## src/rtl/alm_pkg.sv

```systemverilog
// Package: shared widths and the layout of the configuration latch.
// Assumes: the latch bit order mirrors write-address bits 11:0, since
// the register is loaded straight from the address bus.
package alm_pkg;

    localparam int CPU_AW      = 16;  // CPU address width
    localparam int PRG_BASE_W  = 4;   // 32 KB block selector width
    localparam int CHR_FIELD_W = 4;   // character bank field width
    localparam int PRG_OFS_W   = 14;  // offset inside a 16 KB bank
    localparam int CHR_OFS_W   = 13;  // offset inside an 8 KB bank
    localparam int LATCH_W     = CHR_FIELD_W + 4 + PRG_BASE_W;
    localparam int PRG_AW      = PRG_BASE_W + 1 + PRG_OFS_W;
    localparam int CHR_AW      = CHR_FIELD_W + 1 + CHR_OFS_W;

    typedef struct packed {
        logic [CHR_FIELD_W-1:0] chr_field;  // addr 11:8
        logic                   mirror_h;   // addr 7
        logic                   chr_lsb;    // addr 6
        logic                   sub16;      // addr 5
        logic                   mode16;     // addr 4
        logic [PRG_BASE_W-1:0]  prg_base;   // addr 3:0
    } latch_t;

endpackage

```

## src/rtl/alm_latch.sv

```systemverilog
// Module: configuration latch.
// Captures the low address bits when a qualified write arrives.
// Assumes: load_en is already qualified by the window decode.
//          Reset is synchronous and takes priority over a load.
module alm_latch
    import alm_pkg::*;
(
    input  logic               clk,
    input  logic               rst_n,
    input  logic               load_en,
    input  logic [LATCH_W-1:0] addr_lo,
    output latch_t             q
);

    // Hold the configuration; clear on reset, reload on a window write.
    always_ff @(posedge clk) begin
        if (!rst_n) begin
            q <= '0;
        end else if (load_en) begin
            q <= latch_t'(addr_lo);
        end
    end


    reset_clear_chk: assert property (@(posedge clk)
        !rst_n |=> (q == latch_t'('0)));

endmodule

```

## src/rtl/alm_prg_map.sv

```systemverilog
// Module: program-ROM address translation.
// Assumes: cpu_a14 and cpu_ofs come from the live CPU address.
// 32 KB mode lets CPU bit 14 pick the half.
// 16 KB mode forces the half from the latched sub-bank bit.
module alm_prg_map
    import alm_pkg::*;
(
    input  logic                  clk,
    input  logic                  rst_n,
    input  logic [PRG_BASE_W-1:0] prg_base,
    input  logic                  mode16,
    input  logic                  sub16,
    input  logic                  cpu_a14,
    input  logic [PRG_OFS_W-1:0]  cpu_ofs,
    output logic [PRG_AW-1:0]     prg_rom_addr
);

    logic half_sel;

    // Pick the 16 KB half: latched bit in 16 KB mode, CPU bit otherwise.
    always_comb begin
        half_sel = mode16 ? sub16 : cpu_a14;
    end

    // Join block, half and offset into the ROM address.
    always_comb begin
        prg_rom_addr = {prg_base, half_sel, cpu_ofs};
    end


    half_forced_chk: assert property (@(posedge clk) disable iff (!rst_n)
        mode16 |-> (prg_rom_addr[PRG_OFS_W] == sub16));


    half_follow_chk: assert property (@(posedge clk) disable iff (!rst_n)
        !mode16 |-> (prg_rom_addr[PRG_OFS_W] == cpu_a14));

endmodule

```

## src/rtl/alm_chr_map.sv

```systemverilog
// Module: character-ROM address translation.
// Assumes: one 8 KB slot covers the whole pattern-table window.
// VARIANT 0: the bank is the 4-bit field; the top bit is tied low.
// VARIANT 1: the latched bit 6 is appended below the field.
module alm_chr_map
    import alm_pkg::*;
#(
    parameter int VARIANT = 0
) (
    input  logic                   clk,
    input  logic                   rst_n,
    input  logic [CHR_FIELD_W-1:0] chr_field,
    input  logic                   chr_lsb,
    input  logic [CHR_OFS_W-1:0]   ppu_addr,
    output logic [CHR_AW-1:0]      chr_rom_addr
);

    generate
        if (VARIANT == 1) begin : g_wide
            // Five-bit bank: field above the extra low bit.
            always_comb begin
                chr_rom_addr = {chr_field, chr_lsb, ppu_addr};
            end
        end else begin : g_narrow
            // Four-bit bank; the extra bit is ignored.
            always_comb begin
                chr_rom_addr = {1'b0, chr_field, ppu_addr};
            end


            lsb_ignored_chk: assert property (@(posedge clk) disable iff (!rst_n)
                (chr_lsb != $past(chr_lsb)) && $stable(chr_field) && $stable(ppu_addr)
                |-> $stable(chr_rom_addr));
        end
    endgenerate

endmodule

```

## src/rtl/addr_latch_mapper.sv

```systemverilog
// Module: address-latched cartridge bank mapper (top).
// Decodes writes into the upper 32 KB window and latches address bits 11:0.
// Drives the program and character ROM addresses and the mirroring select.
// Assumes: one write strobe per cycle, synchronous active-low reset.
//          The data bus is not an input.
module addr_latch_mapper
    import alm_pkg::*;
#(
    parameter int CHR_VARIANT = 0
) (
    input  logic                 clk,
    input  logic                 rst_n,
    input  logic [CPU_AW-1:0]    cpu_addr,
    input  logic                 cpu_wr,
    input  logic [CHR_OFS_W-1:0] ppu_addr,
    output logic [PRG_AW-1:0]    prg_rom_addr,
    output logic [CHR_AW-1:0]    chr_rom_addr,
    output logic                 mirror_horiz
);

    latch_t q;
    logic   win_wr;

    // Qualify a write by the top address bit alone.
    always_comb begin
        win_wr = cpu_wr & cpu_addr[CPU_AW-1];
    end

    alm_latch u_latch (
        .clk     (clk),
        .rst_n   (rst_n),
        .load_en (win_wr),
        .addr_lo (cpu_addr[LATCH_W-1:0]),
        .q       (q)
    );

    alm_prg_map u_prg (
        .clk          (clk),
        .rst_n        (rst_n),
        .prg_base     (q.prg_base),
        .mode16       (q.mode16),
        .sub16        (q.sub16),
        .cpu_a14      (cpu_addr[PRG_OFS_W]),
        .cpu_ofs      (cpu_addr[PRG_OFS_W-1:0]),
        .prg_rom_addr (prg_rom_addr)
    );

    alm_chr_map #(.VARIANT(CHR_VARIANT)) u_chr (
        .clk          (clk),
        .rst_n        (rst_n),
        .chr_field    (q.chr_field),
        .chr_lsb      (q.chr_lsb),
        .ppu_addr     (ppu_addr),
        .chr_rom_addr (chr_rom_addr)
    );

    // Mirroring select comes straight from its latched bit.
    always_comb begin
        mirror_horiz = q.mirror_h;
    end


    load_from_addr_chk: assert property (@(posedge clk) disable iff (!rst_n)
        (cpu_wr && cpu_addr[CPU_AW-1]) |=> (q == latch_t'($past(cpu_addr[LATCH_W-1:0]))));


    low_write_hold_chk: assert property (@(posedge clk) disable iff (!rst_n)
        (cpu_wr && !cpu_addr[CPU_AW-1]) |=> ($stable(q) && $stable(mirror_horiz)));

endmodule

```

## config.mk

```make
export PLATFORM = sky130hd
export DESIGN_NAME = addr_latch_mapper
export DESIGN_NICKNAME = d
export VERILOG_FILES = /design/src/rtl/alm_pkg.sv /design/src/rtl/alm_latch.sv /design/src/rtl/alm_prg_map.sv /design/src/rtl/alm_chr_map.sv /design/src/rtl/addr_latch_mapper.sv
export SDC_FILE = /design/constraint.sdc
export NUM_CORES = 1
export LEC_CHECK = 0
export BUFFER_PORTS_ARGS = -buffer_cell sky130_fd_sc_hd__clkbuf_2
export CORE_AREA = 2 2 48 50
export DETAILED_ROUTE_END_ITERATION = 8
export DIE_AREA = 0 0 50 52
export PLACE_DENSITY = 0.77
export SYNTH_ARGS = -nofsm -noshare
export SYNTH_HDL_FRONTEND = slang
export SYNTH_SLANG_ARGS = --single-unit
```

## constraint.sdc

```tcl
create_clock -name clk -period 1.3 [get_ports clk]
set_clock_uncertainty 0.1 [all_clocks]
set_input_delay 0.13 -clock clk [delete_from_list [all_inputs] [get_ports clk]]
set_output_delay 0.13 -clock clk [all_outputs]
set_load 0.01 [all_outputs]
```

======== After elaboration in Yosys (flattened, before gate mapping) ========
Index checks and enable logic that the tools add are counted.
operators by class
  muxes and demuxes ....................... 1
  bitwise gates (word level) .............. 1
operators by type and width
  operator           count
  1-bit AND          1
  1-bit two-way mux  1
word-level totals
  logic and storage cells ................. 7
  input port bits ......................... 32
  output and inout port bits .............. 38
  flip-flop bits (word level) ............. 11

======== Depth between registers and ports, before layout ========
  depth after elaboration ................. 1
  gate-level depth with buffers ........... 3
  gate-level depth less buffers ........... 2

======== Hierarchy ========
From an unflattened synthesis, not the netlist that was laid out.
unflattened totals
  cells, all modules ...................... 78
  area, all modules ....................... 753.2 µm²
modules (own cells, without submodules)
  module             cells each  times used  area each (µm²)
  alm_latch          38          1           450.4
  alm_prg_map        20          1           157.7
  alm_chr_map        19          1           138.9
  addr_latch_mapper  1           1           6.3

======== Worst setup path before layout ========
Ideal clock, no wire load.
  path kind ............................... register -> output
  from .................................... reg u_latch.q[4] (netlist name)
  to ...................................... out prg_rom_addr[14]
  cell stages (with the launch flop) ...... 3
  setup slack ............................. 306 ps
  data arrival time ....................... 764 ps
  buffers on the path ..................... 1
  data required time ...................... 1070 ps
  cell sequence ........................... dfxtp_1 -> mux2_2 -> buf_4
on the way
  word-level cells in the longest chain between the ends .. 1
ends and longest elaborated chain
  what               RTL line                 text
  1-bit two-way mux  alm_prg_map.sv:22        half_sel = mode16 ? sub16 : cpu_a14;
  end: declaration   addr_latch_mapper.sv:16  output logic [PRG_AW-1:0] prg_rom_addr,
Every way passes these cells.

======== Worst setup path in the final report ========
  from .................................... reg u_latch.q[4] (netlist name)
  to ...................................... out prg_rom_addr[14]
on the way
  word-level cells in the longest chain between the ends .. 1
ends and longest elaborated chain
  what               RTL line
  1-bit two-way mux  alm_prg_map.sv:22
Every way passes these cells.

==> results.toml <==
[flow_run]
max-cap-violations = 0

[drt]
vias = 533
drt_pass1_iterations = 2
via_per_inst = 4.52
wl_um = 1480
top_layer_used = "met3"
avgRoutedWirePerCell_um = 12.6
met3_length_um = 150
postRouteAntennaNets = 0
wl_met2_um = 748
drt_iter0_markers = 8
drc = 0
wl_met1_um = 584

[logic_synthesis]
synth_xor_area_share_pct = 0
yosys.area_share.simple_pct = 17.0
yosysTopAreaCellShare_pct = 32.3
synthTopCellsByArea = "buf_4, dfxtp_1, o21ai_2, nand4_1, nand2_1"
synthMuxAreaShare_pct = 1.61
synth_top_family_by_area = "buffers and inverters"
synth_fa_ha_area_share_pct = 0
avgSynthCellArea_um2 = 8.62
synth-compound-area-share_pct = 13.3
synth_cell_type_count = 11
synthCells = 81
syn_nets = 113
synth_top_cell_by_area = "buf_4"
ys_warn_count = 0
ys_seq_area_share_pct = 31.5
netlist_area_um2 = 698
synth-seq-cells = 11

[placed_design]
place.gp.congestion = 0.675
place_ws_ps = 283
portBuffers = 36
dp_hpwl_um = 1090

[setup_path]
cp-end-kind = "output pin"
path_class = "register to output pin"
critPathLaunchType = "register"
arrival_ps = 1020
critPathMaxFanout = 2
cp_data_required_time_ps = 1070

[finish]
area_growth_pct = 3.40
drive_gt1_share_pct = 61.1
multi_input_comb_area_um2 = 230
post-route-util_pct = 34.3
final_cell_mix = "clkbuf_2, nand2_1, nand4_1"
largest_registers = "u_latch.q (11)"
n_antenna_cell = 0
regArea_um2 = 221
largest_reg_flops = 11
finalNetCount = 123
fillers = 230
regMostFlops = "u_latch.q"
layout_commonest_cell = "clkbuf_2"

[clock_network]
htree_levels = 1
root_buffer = "clkbuf_4"
cts_buffer_depth = 2
path_clk_slew_ps = 70
clock_sinks = 11
hold_buffers = 0
numCtsBuffers = 3
cts_tree = "done"
clk_latency_ps = 260

[global_route]
grt_max_degree = 23
track_usage_pct = 10.7
grt_pass1_wl_um = 2060
antenna_found_initial = 0
overflow = 0
grt_pass1_vias = 448

[status]
outcome = "completed"

[die]
die_y_um = 52
ios = 70
die_area_um2 = 2600
die_w_um = 50
initial_core_util_pct = 33.2
rows = 17
core_region_area_um2 = 2110

[power]
power_density_nw_per_um2 = 1020
pwr-share-comb_pct = 19.7
power_frac_seq_pct = 49.3
ir_worst_vdd_mv = 0.489
p_int_mw = 0.536
pwr-share-clk_pct = 31.0
p_leak_nw = 0.343
switching_power_mw = 0.199
p_sw_share_pct = 27.1

[sta]
finalHoldViolCount = 0
fin_crit_ps = 1250
rsz0062_at_grt = "false"
fin_setup_tns_ps = 0
setup_violations = 0
fmax_ghz = 0.798
drv_slew = 0
layout_setup_ws_ps = 46.3
finalCritPeriodShare_pct = 96.4

[hold_path]
hp-class = "input pin to register"
logic make-up after synthesis:
family          count (synthesis)
simple gates                   23
other cells                     1
flops                          11
mux                             1
compound gates                 11
buf+inv                        34
power groups by stage:
stage / registers, mW / logic, mW / clock network, mW
finish: 0.362 / 0.145 / 0.228
CTS: 0.362 / 0.140 / 0.244
global route: 0.364 / 0.156 / 0.260
global placement: 0.368 / 0.136 / 0
floorplan: 0.375 / 0.146 / 0
detailed placement: 0.369 / 0.140 / 0
worst paths after layout:
kind,from,end,slack (ps),cells after the start
worst max-delay path,u_latch.q[4],prg_rom_addr[14],50,2
worst max register to register,u_latch.q[4],u_latch.q[4],530,3
worst min-delay path,cpu_addr[3],u_latch.q[3],20,3
worst min register to register,u_latch.q[3],u_latch.q[3],360,2
cells in the mapped netlist:
library cell,number
dfxtp_1,11
buf_2,3
and2_4,1
conb_1,1
buf_4,30
nand4_1,11
nand2_1,11
mux2_2,1
o21ai_2,10
buf_6,1
o21ai_0,1
layer usage:
| layer | vias to the layer above | GRT usage [%] |
|---|---|---|
| li1 | 262 | - |
| met1 | 242 | 11.4 |
| met2 | 29 | 18.4 |
| met3 | 0 | 4.31 |
| met4 | 0 | 4.63 |
| met5 | - | 0 |
timing repair:
action | 4_1_cts | 5_1_grt
resized for setup | 1 | 3
setup endpoints to repair | 1 | 1
buffers inserted | 0 | 1
critical path, stage by stage (launching register included):
cell and delay, ps:
dfxtp_2 340, mux2_4 300, buf_6 120
per-stage QoR:
step                hold WS, ps  area (µm²)  total power [mW]  instances
finish                     16.6         722             0.735        118
global route               7.90         722             0.780        118
CTS                        4.65         704             0.746        117
detailed placement          160         677             0.509        113
global placement            160         677             0.504        113
floorplan                   173         698             0.522         81
final cells by class:
cell class	count	share of cell area [%]
flip-flops and latches	11	30.7
repair buffers	39	28.9
multi-input cells	36	31.9
well taps	28	4.85
clock buffers	4	3.64
Note: power is estimated with default switching activity, not from simulation.
